`config.mk`:
```
export PLATFORM = sky130hd
export DESIGN_NAME = pwm_gen_top
export DESIGN_NICKNAME = d
export VERILOG_FILES = /design/src/rtl/pwm_gen_pkg.sv /design/src/rtl/pwm_shadow_regs.sv /design/src/rtl/pwm_prescaler.sv /design/src/rtl/pwm_updown_counter.sv /design/src/rtl/pwm_out_stage.sv /design/src/rtl/pwm_gen_top.sv
export SDC_FILE = /design/constraint.sdc
export NUM_CORES = 1
export LEC_CHECK = 0
export ABC_AREA = 1
export BUFFER_PORTS_ARGS = -buffer_cell sky130_fd_sc_hd__buf_2
export CAP_MARGIN = 20
export CORE_MARGIN = 8
export CORE_UTILIZATION = 55
export CTS_CLUSTER_DIAMETER = 30
export DETAILED_ROUTE_END_ITERATION = 12
export GPL_TIMING_DRIVEN = 0
export PLACE_DENSITY = 0.74
export SLEW_MARGIN = 30
export SYNTH_ARGS = -nofsm -noshare
export SYNTH_HDL_FRONTEND = slang
export SYNTH_SLANG_ARGS = --single-unit
```
`constraint.sdc`:
```
create_clock -name clk -period 5.1 [get_ports clk]
set_input_delay 0.51 -clock clk [delete_from_list [all_inputs] [get_ports clk]]
set_output_delay 0.51 -clock clk [all_outputs]
set_load 0.05 [all_outputs]
```
`src/rtl/pwm_gen_pkg.sv`:
```
package pwm_gen_pkg;

  localparam int unsigned CNT_W_DEF = 15;
  localparam int unsigned PSC_W_DEF = 2;

  typedef enum logic {
    DIR_UP   = 1'b0,
    DIR_DOWN = 1'b1
  } dir_e;

  // Output level for a counter value. While climbing, the output is high below
  // the duty value. While descending, it is high at or below it, so that both
  // halves contribute the same number of high ticks.
  function automatic logic level_at(input int unsigned cval,
                                    input int unsigned dval,
                                    input logic        descending);
    if (descending) return (dval != 0) && (cval <= dval);
    return cval < dval;
  endfunction

  // Terminal count of the divider for a given code: 2**code - 1
  function automatic int unsigned div_limit(input int unsigned code);
    return (32'd1 << code) - 32'd1;
  endfunction

endpackage

```
`src/rtl/pwm_shadow_regs.sv`:
```
module pwm_shadow_regs
  import pwm_gen_pkg::*;
#(
  parameter int unsigned CNT_W   = CNT_W_DEF,
  parameter int unsigned PSC_W   = PSC_W_DEF,
  parameter int unsigned RST_MOD = 1
) (
  input  logic             clk,
  input  logic             rst_n,
  input  logic             load_ok,
  input  logic             wrap,
  input  logic [PSC_W-1:0] presc_in,
  input  logic [CNT_W-1:0] mod_in,
  input  logic [CNT_W-1:0] duty_in,
  input  logic             edge_in,
  output logic [PSC_W-1:0] act_presc,
  output logic [CNT_W-1:0] act_mod,
  output logic [CNT_W-1:0] act_duty,
  output logic             act_edge
);

  logic pending;
  logic take;

  // A load happens only at a period boundary, and only for a request that
  // was already pending before that boundary clock.
  assign take = wrap & pending;

  always_ff @(posedge clk or negedge rst_n) begin
    if (!rst_n) begin
      pending   <= 1'b0;
      act_presc <= '0;
      act_mod   <= CNT_W'(RST_MOD);
      act_duty  <= '0;
      act_edge  <= 1'b1;
    end else begin
      if (load_ok)   pending <= 1'b1;
      else if (take) pending <= 1'b0;
      if (take) begin
        act_presc <= presc_in;
        act_mod   <= mod_in;
        act_duty  <= duty_in;
        act_edge  <= edge_in;
      end
    end
  end

  AST_LOAD_ONLY_AT_BOUNDARY: assert property (@(posedge clk) disable iff (!rst_n)
    !take |=> ($stable(act_mod) && $stable(act_duty) && $stable(act_presc) && $stable(act_edge)));

  AST_PENDING_CLEARS: assert property (@(posedge clk) disable iff (!rst_n)
    (take && !load_ok) |=> !pending);

endmodule

```
`src/rtl/pwm_prescaler.sv`:
```
module pwm_prescaler
  import pwm_gen_pkg::*;
#(
  parameter int unsigned PSC_W = PSC_W_DEF
) (
  input  logic             clk,
  input  logic             rst_n,
  input  logic [PSC_W-1:0] presc,
  output logic             tick
);

  localparam int unsigned PC_W  = (1 << PSC_W) - 1;
  localparam int unsigned LIM_W = PC_W + 1;

  logic [PC_W-1:0]  pre_cnt;
  logic [LIM_W-1:0] lim;

  assign lim  = LIM_W'(div_limit(32'(presc)));
  assign tick = ({1'b0, pre_cnt} == lim);

  // The divider restarts on every tick. A divider change is applied only on
  // a tick (the period boundary), so the new ratio always starts from zero.
  always_ff @(posedge clk or negedge rst_n) begin
    if (!rst_n)    pre_cnt <= '0;
    else if (tick) pre_cnt <= '0;
    else           pre_cnt <= pre_cnt + PC_W'(1);
  end

  AST_PRE_BOUND: assert property (@(posedge clk) disable iff (!rst_n)
    {1'b0, pre_cnt} <= lim);

endmodule

```
`src/rtl/pwm_updown_counter.sv`:
```
module pwm_updown_counter
  import pwm_gen_pkg::*;
#(
  parameter int unsigned CNT_W = CNT_W_DEF
) (
  input  logic             clk,
  input  logic             rst_n,
  input  logic             tick,
  input  logic [CNT_W-1:0] mod_eff,
  input  logic             edge_mode,
  output logic [CNT_W-1:0] cnt,
  output dir_e             dir,
  output logic             wrap
);

  logic [CNT_W-1:0] cnt_nx;
  dir_e             dir_nx;
  logic             at_top;
  logic             at_end;

  assign at_top = (cnt == mod_eff - CNT_W'(1));

  always_comb begin
    cnt_nx = cnt + CNT_W'(1);
    dir_nx = DIR_UP;
    at_end = 1'b0;
    if (edge_mode) begin
      if (at_top) begin
        cnt_nx = '0;
        at_end = 1'b1;
      end
    end else if (dir == DIR_UP) begin
      if (at_top) dir_nx = DIR_DOWN;
    end else begin
      if (cnt <= CNT_W'(1)) begin
        cnt_nx = '0;
        at_end = 1'b1;
      end else begin
        cnt_nx = cnt - CNT_W'(1);
        dir_nx = DIR_DOWN;
      end
    end
  end

  assign wrap = tick & at_end;

  always_ff @(posedge clk or negedge rst_n) begin
    if (!rst_n) begin
      cnt <= '0;
      dir <= DIR_UP;
    end else if (tick) begin
      cnt <= cnt_nx;
      dir <= dir_nx;
    end
  end

  AST_HOLD_NO_TICK: assert property (@(posedge clk) disable iff (!rst_n)
    !tick |=> $stable(cnt));

  AST_EDGE_RANGE: assert property (@(posedge clk) disable iff (!rst_n)
    edge_mode |-> (cnt < mod_eff));

  AST_EDGE_UP_ONLY: assert property (@(posedge clk) disable iff (!rst_n)
    edge_mode |-> (dir == DIR_UP));

  AST_CENTER_RANGE: assert property (@(posedge clk) disable iff (!rst_n)
    !edge_mode |-> (cnt <= mod_eff));

endmodule

```
`src/rtl/pwm_out_stage.sv`:
```
module pwm_out_stage
  import pwm_gen_pkg::*;
#(
  parameter int unsigned CNT_W = CNT_W_DEF
) (
  input  logic             clk,
  input  logic             rst_n,
  input  logic [CNT_W-1:0] cnt,
  input  dir_e             dir,
  input  logic [CNT_W-1:0] duty,
  input  logic [CNT_W-1:0] mod_eff,
  input  logic             wrap,
  output logic             pwm_out,
  output logic             reload_pulse
);

  assign pwm_out = level_at(32'(cnt), 32'(duty), dir == DIR_DOWN);

  always_ff @(posedge clk or negedge rst_n) begin
    if (!rst_n) reload_pulse <= 1'b0;
    else        reload_pulse <= wrap;
  end

  AST_DUTY_ZERO_LOW: assert property (@(posedge clk) disable iff (!rst_n)
    (duty == '0) |-> !pwm_out);

  AST_DUTY_FULL_HIGH: assert property (@(posedge clk) disable iff (!rst_n)
    (duty >= mod_eff) |-> pwm_out);

  AST_RELOAD_AT_ZERO: assert property (@(posedge clk) disable iff (!rst_n)
    reload_pulse |-> (cnt == '0 && dir == DIR_UP));

endmodule

```
`src/rtl/pwm_gen_top.sv`:
```
module pwm_gen_top
  import pwm_gen_pkg::*;
#(
  parameter int unsigned CNT_W = CNT_W_DEF,
  parameter int unsigned PSC_W = PSC_W_DEF
) (
  input  logic             clk,
  input  logic             rst_n,
  input  logic [PSC_W-1:0] presc_sel,
  input  logic [CNT_W-1:0] mod_in,
  input  logic [CNT_W-1:0] duty_in,
  input  logic             edge_align,
  input  logic             load_ok,
  output logic             pwm_out,
  output logic             reload_pulse
);

  logic [PSC_W-1:0] act_presc;
  logic [CNT_W-1:0] act_mod;
  logic [CNT_W-1:0] act_duty;
  logic             act_edge;
  logic [CNT_W-1:0] mod_eff;
  logic [CNT_W-1:0] cnt;
  dir_e             dir;
  logic             tick;
  logic             wrap;

  // A modulus of zero runs as one
  assign mod_eff = (act_mod == '0) ? CNT_W'(1) : act_mod;

  pwm_shadow_regs #(.CNT_W(CNT_W), .PSC_W(PSC_W), .RST_MOD(1)) u_shadow (
    .clk       (clk),
    .rst_n     (rst_n),
    .load_ok   (load_ok),
    .wrap      (wrap),
    .presc_in  (presc_sel),
    .mod_in    (mod_in),
    .duty_in   (duty_in),
    .edge_in   (edge_align),
    .act_presc (act_presc),
    .act_mod   (act_mod),
    .act_duty  (act_duty),
    .act_edge  (act_edge)
  );

  pwm_prescaler #(.PSC_W(PSC_W)) u_presc (
    .clk   (clk),
    .rst_n (rst_n),
    .presc (act_presc),
    .tick  (tick)
  );

  pwm_updown_counter #(.CNT_W(CNT_W)) u_cnt (
    .clk       (clk),
    .rst_n     (rst_n),
    .tick      (tick),
    .mod_eff   (mod_eff),
    .edge_mode (act_edge),
    .cnt       (cnt),
    .dir       (dir),
    .wrap      (wrap)
  );

  pwm_out_stage #(.CNT_W(CNT_W)) u_out (
    .clk          (clk),
    .rst_n        (rst_n),
    .cnt          (cnt),
    .dir          (dir),
    .duty         (act_duty),
    .mod_eff      (mod_eff),
    .wrap         (wrap),
    .pwm_out      (pwm_out),
    .reload_pulse (reload_pulse)
  );

  AST_RESET_LOW: assert property (@(posedge clk) disable iff (!rst_n)
    $rose(rst_n) |-> !pwm_out);

endmodule

```
==> metrics.md <==
| Metric | Value |
|---|---|
| DR vias | 4359 |
| Placed insts | 750 |
| Worst r2r src | u_shadow.act_mod[8] |
| RSZ-0062 raised after global routing | false |
| Sink Count | 54 |
| Final Hold Fails | 0 |
| Drt initial violations | 413 |
| Final cycle utilization of the critical path | 0.627 |
| Power per cell area | 158 nW/um2 |
| Worst path required time | 5.36 ns |
| CP Class | reg -> reg |
| # setup viols final | 0 |
| Type of origin of the critical path | flop |
| Routed WL per cell | 15.8 um |
| Area grow syn2layout | 9.85% |
| Register area | 1350 um2 |
| Clock Power Share | 0.413 |
| CP arrival | 3.46 ns |
| VDD IR max | 0.145 mV |
| Total global routing overflow | 0 |
| CTS tree | yes |
| CP max FO | 10 |
| Worst rel slew slack | 0.537 |
| R2r endpoint | u_shadow.act_mod[1] |
| Largest net degree at the start of global routing | 55 |
| Highest clock rate | 0.313 GHz |
| M3 GR Usage | 0.0371 |
| Cts hold-fix bufs | 0 |
| Initial Utilization | 0.569 |
| Die height | 105 um |
| I/O pin cnt | 38 |
| Power Total | 765 uW |
| Fillers | 710 |
| Nets | 711 |
| Vias per std cell | 5.75 |
| CTS root buf | clkbuf_8 |
| Number of core rows | 32 |
| GRT busiest layer | met2 |
| Sw Ratio | 0.232 |
| Max cap viols | 0 |
| Vias in the first global route | 4013 |
| First-pass GRT wire length | 19700 um |
| Clock Skews | 0.0178 ns |
| CTS buffer count | 5 |
| Setup TNS | 0 ns |
| N_diodes | 0 |
| Status | completed |
| Final Critical Period | 3.20 ns |
| PortBufs | 37 |
| Post-Route WL | 12000 um |
| Mapped Nets | 667 |
| Global Route met2 Usage | 0.341 |
| Flops & latches, synth | 54 |
| Fraction of layout instances using a drive strength above 1 | 0.159 |
| Register share of total power | 0.559 |
| R2R depth | 22 |
| Non-Filler Instances | 758 |
| Cell variety after synth | 46 |
| Core region area | 7730 um2 |
| Post_cts resized | 0 |
| Leading area contributor after synthesis | dfrtp_1 |
| CTS H-Tree Depth | 2 |
| Initial antenna violation count | 0 |
| Post-CTS Setup Inserts | 0 |
| Clock Latency Late Sink | 0.33 ns |
| Die area | 11100 um2 |
| Mapped Cells | 611 |
| R2R Setup Slk | 1.90 ns |
| NetSw | 178 uW |
| Synth warn | 0 |
| First-pass detailed-route iteration total | 5 |
| Hold crit path type | in -> async |
| Register area share after synthesis | 0.308 |
| Synth area leaders | dfrtp_1, nand2_1, nand4_1 |
| GR Util All Layers | 0.216 |
| Gpl congestion | 0.930 |
| Pint | 588 uW |
| Clk pin slew, worst setup/hold paths | 0.12 ns |
| Drt drc | 0 |
| Antenna-violating nets left | 0 |
| Dpl hpwl | 9340 um |
| Slew @ Worst Pin | 0.695 ns |
| Endpoint class of the critical path | flop |
| Leakage Power | 0.00246 uW |
| Slew Limit Fails | 0 |
| Netlist Area Pre-Place | 4400 um2 |
| Die width | 105 um |
| Syn Area/Cell | 7.19 um2 |
| Comb power frac | 0.028 |
| Clk buf depth | 2 |
| Area share of the largest cell type after synthesis | 0.296 |
| Met1 usage | 0.296 |
| Area of the multi-input gates | 2590 um2 |
[layout by cell type, fill, tap and decap left out, types with 4 or more instances in the layout]
master    Yosys  routed
nor2_2        7       7
nor2_1       56      56
xnor2_1       7       7
nor3_1       10      10
xor2_1       22      22
inv_1        51      51
buf_6         5       5
buf_4         5       6
nor4_1        5       5
clkbuf_1      6       6
nand3b_1      8       8
ha_1         20      20
buf_2        12      48
nor2_4        6       6
dfrtp_1      52      52
clkbuf_8      0       5
nand2_1     164     164
o21ai_0      20      20
buf_8         4       4
a21oi_1      25      25
nand4_1      45      45
nand3_1      42      42
[flip-flops by register name, summed over array words and instances, names as in the netlist]
name,count
u_shadow.act_mod,15
u_presc.pre_cnt,3
u_out.reload_pulse,1
u_shadow.act_presc,2
u_shadow.pending,1
u_shadow.act_edge,1
u_shadow.act_duty,15
u_cnt.dir,1
u_cnt.cnt,15
[routing by layer]
| layer | vias to the layer above | part of all wire |
|---|---|---|
| li1 | 2124 | - |
| met1 | 2016 | 0.46 |
| met2 | 196 | 0.45 |
| met3 | 23 | 0.068 |
| met4 | 0 | 0.019 |
| met5 | - | 0 |
[power groups by stage]
| stage | registers, uW | logic (uW) | clock network, uW |
|---|---|---|---|
| 6_report | 428 | 21.2 | 316 |
| 3_3_place_gp | 436 | 21.0 | 0 |
| 4_1_cts | 428 | 21.8 | 316 |
| 2_1_floorplan | 436 | 0.136 | 0 |
| 3_5_place_dp | 436 | 21.7 | 0 |
| 5_1_grt | 428 | 24.4 | 333 |
[critical path, stage by stage (launching register included)]
cell and delay, ns:
dfrtp_1 0.47, nor2_2 0.19, nand2_1 0.13, nor2_4 0.18
nand2_4 0.11, nand2_1 0.09, inv_1 0.05, ha_1 0.26
nand2_2 0.16, nand2_1 0.09, nand2_1 0.07, nand2_1 0.05
nand2_1 0.05, nand3_1 0.10, nor2_1 0.12, nand2_1 0.09
nor2_4 0.10, nand4_4 0.15, nand2_4 0.13, buf_8 0.16
buf_8 0.14, nand4_1 0.14, nand2_1 0.10
[cells by family after synthesis]
group	synth area share
buffers and inverters	0.104
xor gates and xnor gates	0.0578
AOI/OAI and AO/OA	0.0774
DFF	0.308
adders and majority gates	0.0569
and+or+nand+nor	0.396
[how the worst max path moves through the flow]
stage / startpoint / endpoint / slack [ns] / cells past startpoint
6_report: u_shadow.act_mod[8] / u_shadow.act_mod[1] / 1.90 / 22
4_1_cts: u_shadow.act_mod[8] / u_shadow.act_mod[1] / 1.89 / 22
3_3_place_gp: u_shadow.act_mod[8] / u_shadow.act_mod[1] / 2.00 / 22
3_5_place_dp: u_shadow.act_mod[8] / u_shadow.act_mod[1] / 1.92 / 22
5_1_grt: u_shadow.act_mod[8] / u_shadow.act_mod[1] / 1.67 / 22
2_1_floorplan: u_cnt.cnt[1] / pwm_out / 2.38 / 9
[synthesized netlist by cell type, drive strengths merged]
library cell and count:
a2111oi 1, a211oi 2, a21oi 25, a31oi 2, a32oi 1, a41oi 1
and2 3, buf 27, clkbuf 7, clkinv 2, dfrtp 52, dfstp 2
ha 20, inv 54, nand2 169, nand3 44, nand3b 8, nand4 47
nor2 69, nor3 11, nor4 7, o21a 1, o21ai 21, o21bai 2
o31ai 3, or2 1, xnor2 7, xor2 22
[per-stage QoR]
step	util	instance area [um2]	hold WS, ns	setup WS (ns)
floorplan	-	4400	0.214	2.38
global placement	0.609	4710	0.457	2.00
detailed placement	0.610	4710	0.460	1.92
CTS	0.625	4830	0.248	1.89
global route	0.625	4830	0.280	1.67
finish	0.625	4830	0.209	1.90
[final cells by class]
| type | instances | area share |
|---|---|---|
| Multi-Input combinational cell | 467 | 0.536 |
| Sequential cell | 54 | 0.280 |
| Buffer | 34 | 0.0508 |
| Inverter | 56 | 0.0435 |
| Timing Repair Buffer | 37 | 0.0389 |
| Tap cell | 102 | 0.0264 |
| Clock buffer | 5 | 0.0143 |
| Clock inverter | 3 | 0.0101 |
No activity file was read; power rests on OpenSTA's default activity.
